===== config.mk =====
export PLATFORM = sky130hd
export DESIGN_NAME = early_mac
export DESIGN_NICKNAME = d
export VERILOG_FILES = /design/src/rtl/early_mac.sv
export SDC_FILE = /design/constraint.sdc
export NUM_CORES = 1
export LEC_CHECK = 0
export ABC_AREA = 1
export BUFFER_PORTS_ARGS = -buffer_cell sky130_fd_sc_hd__buf_4
export CORE_MARGIN = 5
export CORE_UTILIZATION = 30
export DETAILED_ROUTE_END_ITERATION = 10
export MAX_ROUTING_LAYER = met4
export PLACE_DENSITY = 0.56
export SLEW_MARGIN = 15
export SYNTH_ARGS = -nofsm -noshare
export SYNTH_HDL_FRONTEND = slang
export SYNTH_SLANG_ARGS = --single-unit

===== constraint.sdc =====
create_clock -name clk -period 7.1 [get_ports clk]
set_input_delay 1.065 -clock clk [delete_from_list [all_inputs] [get_ports clk]]
set_output_delay 1.065 -clock clk [all_outputs]
set_load 0.03 [all_outputs]

===== src/rtl/early_mac.sv =====
module early_mac #(
  parameter int W = 32,
  parameter int D = 8,
  localparam int ND = W / D,
  localparam int CW = $clog2(ND + 1)
) (
  input  logic          clk,
  input  logic          rst_n,
  input  logic          start,
  input  logic [W-1:0]  op_a,
  input  logic [W-1:0]  op_b,
  input  logic [W-1:0]  op_c,
  input  logic          acc_sel,
  input  logic          flag_sel,
  output logic [W-1:0]  result,
  output logic          done,
  output logic          busy,
  output logic [3:0]    flags,
  output logic [3:0]    flags_we,
  output logic [CW-1:0] cycles
);

  typedef enum logic [1:0] {S_IDLE, S_SEQ, S_ARR, S_ACC} st_t;

  st_t          st;
  logic [W-1:0] mc_q, mp_q, acc_q, add_q;
  logic         accen_q, fen_q, neg_q;
  logic [CW-1:0] m_q, k_q;
  logic [CW-1:0] m_new;

  always_comb begin
    m_new = CW'(ND);
    for (int k = ND - 1; k >= 1; k--)
      if (((op_b ^ {W{op_b[W-1]}}) >> (D * k)) == '0) m_new = CW'(k);
  end

  logic         last;
  logic [W-1:0] term, corr, acc_d, fin_val;
  logic         fin;

  assign last    = (k_q + 1'b1) == m_q;
  assign term    = mc_q * W'(mp_q[D-1:0]);
  assign corr    = (last && neg_q) ? (mc_q << D) : '0;
  assign acc_d   = acc_q + term - corr;
  assign fin_val = (st == S_ACC) ? (acc_q + add_q) : acc_d;
  assign fin     = (st == S_ACC) || (st == S_ARR && last && !accen_q);
  assign busy    = (st != S_IDLE);

  always_ff @(posedge clk or negedge rst_n) begin
    if (!rst_n) begin
      st       <= S_IDLE;
      mc_q     <= '0;
      mp_q     <= '0;
      acc_q    <= '0;
      add_q    <= '0;
      accen_q  <= 1'b0;
      fen_q    <= 1'b0;
      neg_q    <= 1'b0;
      m_q      <= '0;
      k_q      <= '0;
      result   <= '0;
      done     <= 1'b0;
      flags    <= '0;
      flags_we <= '0;
      cycles   <= '0;
    end else begin
      done     <= 1'b0;
      flags_we <= '0;
      case (st)
        S_IDLE: if (start) begin
          mc_q    <= op_a;
          mp_q    <= op_b;
          add_q   <= op_c;
          accen_q <= acc_sel;
          fen_q   <= flag_sel;
          neg_q   <= op_b[W-1];
          m_q     <= m_new;
          k_q     <= '0;
          acc_q   <= '0;
          st      <= S_SEQ;
        end
        S_SEQ: st <= S_ARR;
        S_ARR: begin
          acc_q <= acc_d;
          mc_q  <= mc_q << D;
          mp_q  <= mp_q >> D;
          k_q   <= k_q + 1'b1;
          if (last) st <= accen_q ? S_ACC : S_IDLE;
        end
        S_ACC: st <= S_IDLE;
        default: st <= S_IDLE;
      endcase
      if (fin) begin
        result   <= fin_val;
        done     <= 1'b1;
        cycles   <= m_q;
        flags    <= {fin_val[W-1], fin_val == '0, 1'b0, 1'b0};
        flags_we <= fen_q ? 4'b1110 : 4'b0000;
      end
    end
  end

endmodule



=== Word level (Yosys, flattened, before mapping) ===
Index checks and enable logic that the tools add are counted.

* Div/mod/pow operators: 0
* Eq/ne operators: 6
* Reduce and logical (&&, ||, !) cells: 15
* $add $sub $neg: 4
* Bitwise operators: 1
* Mux-type cells: 20
* Multiply operators: 1
* Order comparisons: 0
* Shift operators: 0

{| class="wikitable"
|+ Operator list
! kind !! count
|-
| $pmux 32 s2 || 3
|-
| $mux 32 || 5
|-
| $logic_not 32->1 || 4
|-
| $add 32x32->32 || 2
|-
| $mul 32x8->32 || 1
|-
| $sub 32x32->32 || 1
|-
| $xor 32x32->32 || 1
|-
| $mux 3 || 4
|-
| $mux 4 || 2
|-
| $pmux 2 s4 || 1
|-
| $mux 2 || 3
|-
| $pmux 3 s2 || 1
|-
| $reduce_and 2->1 || 3
|-
| $eq 2x2->1 const B || 2
|-
| $ne 2x2->1 const B || 2
|-
| $reduce_bool 2->1 || 2
|-
| $add 3x1->3 const B || 1
|-
| $eq 3x3->1 || 1
|-
| $logic_and 1x1->1 || 3
|-
| $eq 2x1->1 const B || 1
|-
| $logic_not 2->1 || 1
|-
| $logic_not 1->1 || 1
|-
| $logic_or 1x1->1 || 1
|-
| $mux 1 || 1
|}

* Bits in registers: 181
* Memory bits (writable): 0
* ROM bits: 0
* Bits in latches: 0
* Memories kept: 0

=== Depth between registers and ports, before layout ===
* Depth after elaboration: 7
* Depth in mapped cells: 36
* Gate-level depth less buffers: 35

=== Worst setup path after synthesis ===
No wires, ideal clock.

* Path type: register to register
* From: register k_q[0]
* To: register flags[2]
* Buffers on the path: 1
* Stages on the path, launching flop included: 35
* Arrival time: 5.788 ns
* Path slack: 1.247 ns
* Setup time: 0.065 ns
* Path through: dfrtp_1 > ha_1 > inv_1 > nand2_1 > nand2_1 > nor2_1 > nand3_1 > clkinv_1 > clkbuf_1 > nand2_1 > fa_1 > inv_1 > fa_1 > fa_1 > inv_1 > fa_1 > inv_1 > fa_1 > inv_1 > ha_1 > a21oi_1 > inv_1 > a21oi_1 > nor2_1 > nor2_1 > nand2_2 > nand2_1 > nand2_1 > o21ai_2 > nand2_1 > nor2_1 > nand2_1 > nor2_1 > nand4_1 > nand2_1

* Longest elaborated chain between the ends: 7

{| class="wikitable"
|+ Ends and longest elaborated chain
! element !! RTL line !! RTL
|-
| start: declaration || 28 || <nowiki>logic [CW-1:0] m_q, k_q;</nowiki>
|-
| start signal: assignment || 87 || <nowiki>k_q <= k_q + 1'b1;</nowiki>
|-
| $add 3x1->3 (*) || 41 || <nowiki>assign last = (k_q + 1'b1) == m_q;</nowiki>
|-
| $eq 3x3->1 (*) || 41 ||
|-
| $logic_and 1x1->1 || 43 || <nowiki>assign corr = (last && neg_q) ? (mc_q << D) : '0;</nowiki>
|-
| $mux 32 || 43 ||
|-
| $sub 32x32->32 || 44 || <nowiki>assign acc_d = acc_q + term - corr;</nowiki>
|-
| $mux 32 || 45 || <nowiki>assign fin_val = (st == S_ACC) ? (acc_q + add_q) : acc_d;</nowiki>
|-
| $logic_not 32->1 || 97 || <nowiki>flags <= {fin_val[W-1], fin_val == '0, 1'b0, 1'b0};</nowiki>
|-
| end signal: assignment || 97 ||
|-
| end: declaration || 18 || <nowiki>output logic [3:0] flags,</nowiki>
|}

Every way passes the cells marked *; elsewhere a longest branch is shown, timed or not.
A chain may end at the register's enable or synchronous reset.

=== Worst setup path in the final report ===
Same ends and word-level chain as after synthesis.

==> results.md <==
- Status: finished, final reports clean
- WP data arrival: 7.08 ns
- Syn Area/Cell: 7.164 um2
- Detailed Route WL: 59,790 um
- Share of synthesized flip-flops with an asynchronous set or reset: 100.0%
- Worst path slowest cell: fa_1
- Main synth FF type: dfrtp_1
- Vias: 16.65k
- Die width: 263.2 um
- Via density: 4.599
- Cell mode on critical path: nand2_1
- Row cnt: 92
- GPL Wtd Cong: 0.9696
- Dpl hpwl: 48,570 um
- Final Skew: 0.01049 ns
- Area Growth Syn to Fin: 12.99%
- Cts hold-fix bufs: 0
- Hold WC Path Type: register to register
- Largest net degree at the start of global routing: 118
- Most frequent cells in the layout: 748 x nand2_1, 659 x inv_1, 211 x fa_1, 177 x dfrtp_1, 164 x buf_4
- ANT nets after route: 0
- I/O pin cnt: 146
- RR Startpoint: k_q[0]
- CP peak stage delay: 0.50 ns
- Proportion of layout cells with a drive suffix above 1: 9.009%
- DR pass1 iterations: 6
- CTS Root Cell: clkbuf_16
- Number of global-route vias before repair: 17.20k
- Inserted Clock Buffers: 17
- Crit path max-delay family: adder cells
- Crit path launch: k_q[0]
- Post-synth cell types: 51
- CP required: 7.52 ns
- Final #Nets: 3,149
- Critical Path Start Type: register
- Clock latency on the worst-skew pair: 0.48 ns
- Mapped Area: 0.01923 mm2
- DRT iter0 DRCs: 1,125
- I/O Buffers: 142
- CTS tree: done
- Initial Utilization: 30.37%
- Die Y: 263.2 um
- Setup TNS after final layout: 0 ns
- Max clock buf depth: 2
- GRT Total Usage: 17.98%
- Global-route wire length before repair: 96,110 um
- Post-synthesis sequential area ratio: 23.03%
- WS Path Type: register to register
- RSZ-0062 raised after global routing: no
- Synth Register Bits: 177
- Wire per inst: 16.51 um
- Antenna Cells: 0
- Crit-path max FO: 14
- Final max-slew violation count: 0
- Worst hold path startpoint: mp_q[1]
- Period utilization: 93.79%
- Commonest non-fill, non-tap cell in the layout: nand2_1
- Setup-failing EPs final: 0
- Max_cap viols: 0
- Fmax: 150.2 MHz
- Worst setup EP type: register
- CP bufs+invs: 8
- Min cycle time layout: 6.659 ns
- Drt drc: 0
- Fin. Hold Viols: 0
- H-tree levels: 4
- GRT overflow: 0
- Ys Warns: 0
- Clock sink count: 177
- Max_slew headroom: 25.05%
- Initial antenna violation count: 0
- Die area: 0.06926 mm2
- Post-synth EDFFs: 0
- Worst Tran Pin Value: 1.124 ns
- Placeable Area: 0.06331 mm2
- Clk pin slew, worst setup/hold paths: 0.07 ns
- Cells after synthesis: 2,684
- Post-CTS Setup Inserts: 0
## registers in the layout (all words and copies together) (netlist names)
register,flops
add_q,32
fen_q,1
cycles,3
done,1
flags_we,1
m_q,3
st,2
mc_q,32
flags,1
result,32
mp_q,32
accen_q,1
acc_q,32
k_q,3
neg_q,1
## final cells by class
type | instances | area (um2)
flip-flops and latches | 177 | 4429
clock inverters | 11 | 153.9
multi-input cells | 1736 | 11880
clock buffers | 21 | 450.4
well taps | 846 | 1059
inverters | 664 | 2494
fillers | 6912 | 41580
repair buffers | 166 | 1265
## what timing repair did
action                                  4_1_cts  5_1_grt
endpoints found under the setup margin        0        1
hold endpoints to repair                      0        0
gates resized for setup                       0        1
## worst reg2reg max path, delay by kind of cell, from the launching register on
kind / cells / cell delay [ns]
fa+ha+maj: 7 / 3.07
buf+inv: 8 / 0.78
flops: 1 / 0.41
simple gates: 19 / 2.33
## per-layer routing
metal  vias to the layer above  track usage, %  wire length [um]
met5                         -               -                 0
met4                         0           4.892              1325
met3                        60           2.699              2586
met2                       381           29.29             28220
met1                      7991           23.59             27660
li1                       8222               -                 -
## cells in the mapped netlist (2+ instances only)
master	count	area share [%]
nand2_1	749	15
buf_2	11	0.29
dfrtp_1	177	23
o21ai_0	96	2.5
a21oi_2	8	0.36
xnor2_1	11	0.50
nand2_2	14	0.46
nand3_2	6	0.31
and3_1	2	0.065
o2bb2ai_1	2	0.091
o211ai_1	18	0.70
a21oi_1	79	2.1
o21ai_1	10	0.26
nand3b_1	9	0.35
o21ai_2	3	0.14
clkbuf_1	68	1.3
inv_2	2	0.039
o21bai_1	8	0.31
nand4_1	20	0.65
nor4_1	8	0.26
nor3_1	47	1.2
nand3_1	109	2.8
o22ai_1	17	0.55
or2_1	6	0.20
or2_2	5	0.16
nor2_1	132	2.6
buf_4	7	0.27
buf_1	23	0.45
o21a_1	14	0.55
a31oi_1	19	0.62
nor2_2	7	0.23
fa_1	211	22
a21o_1	4	0.16
inv_1	661	13
a221oi_1	19	0.87
ha_1	75	4.9
xor2_1	13	0.59
## per-stage QoR
stage / area (um2) / utilization (%) / hold slack, ns / cells / setup slack [ns]
final: 21730 / 34.32 / 0.4883 / 3621 / 0.4410
after CTS: 21720 / 34.31 / 0.4909 / 3621 / 0.4318
after global placement: 21120 / 33.35 / 0.4700 / 3589 / 0.3556
after global routing: 21730 / 34.32 / 0.5203 / 3621 / 0.03771
after floorplan: 19240 / - / 0.4528 / 2686 / 1.247
after detailed placement: 21120 / 33.35 / 0.4713 / 3589 / 0.4382
## cell families after synthesis
| kind of cell | Yosys count | synth area share (%) |
|---|---|---|
| compound gates | 304 | 9.526 |
| xor+xnor | 24 | 1.093 |
| fa+ha+maj | 286 | 26.85 |
| buf+inv | 773 | 15.30 |
| flops | 177 | 23.03 |
| other cells | 1 | 0.01950 |
| simple gates | 1119 | 24.18 |
## path summary, 6_finish.rpt
check | end | depth (start not counted) | slack [ns]
max in group asynchronous | mc_q[0] | 2 | 5.40
min | mp_q[1] | 1 | 0.49
max reg2reg | flags[2] | 34 | 0.44
min in group asynchronous | add_q[26] | 1 | 0.57
max | flags[2] | 34 | 0.44
min reg2reg | mp_q[1] | 1 | 0.49
Power is not shown: default switching activity piles up to over one toggle a cycle in this logic, so the estimate is an artifact.
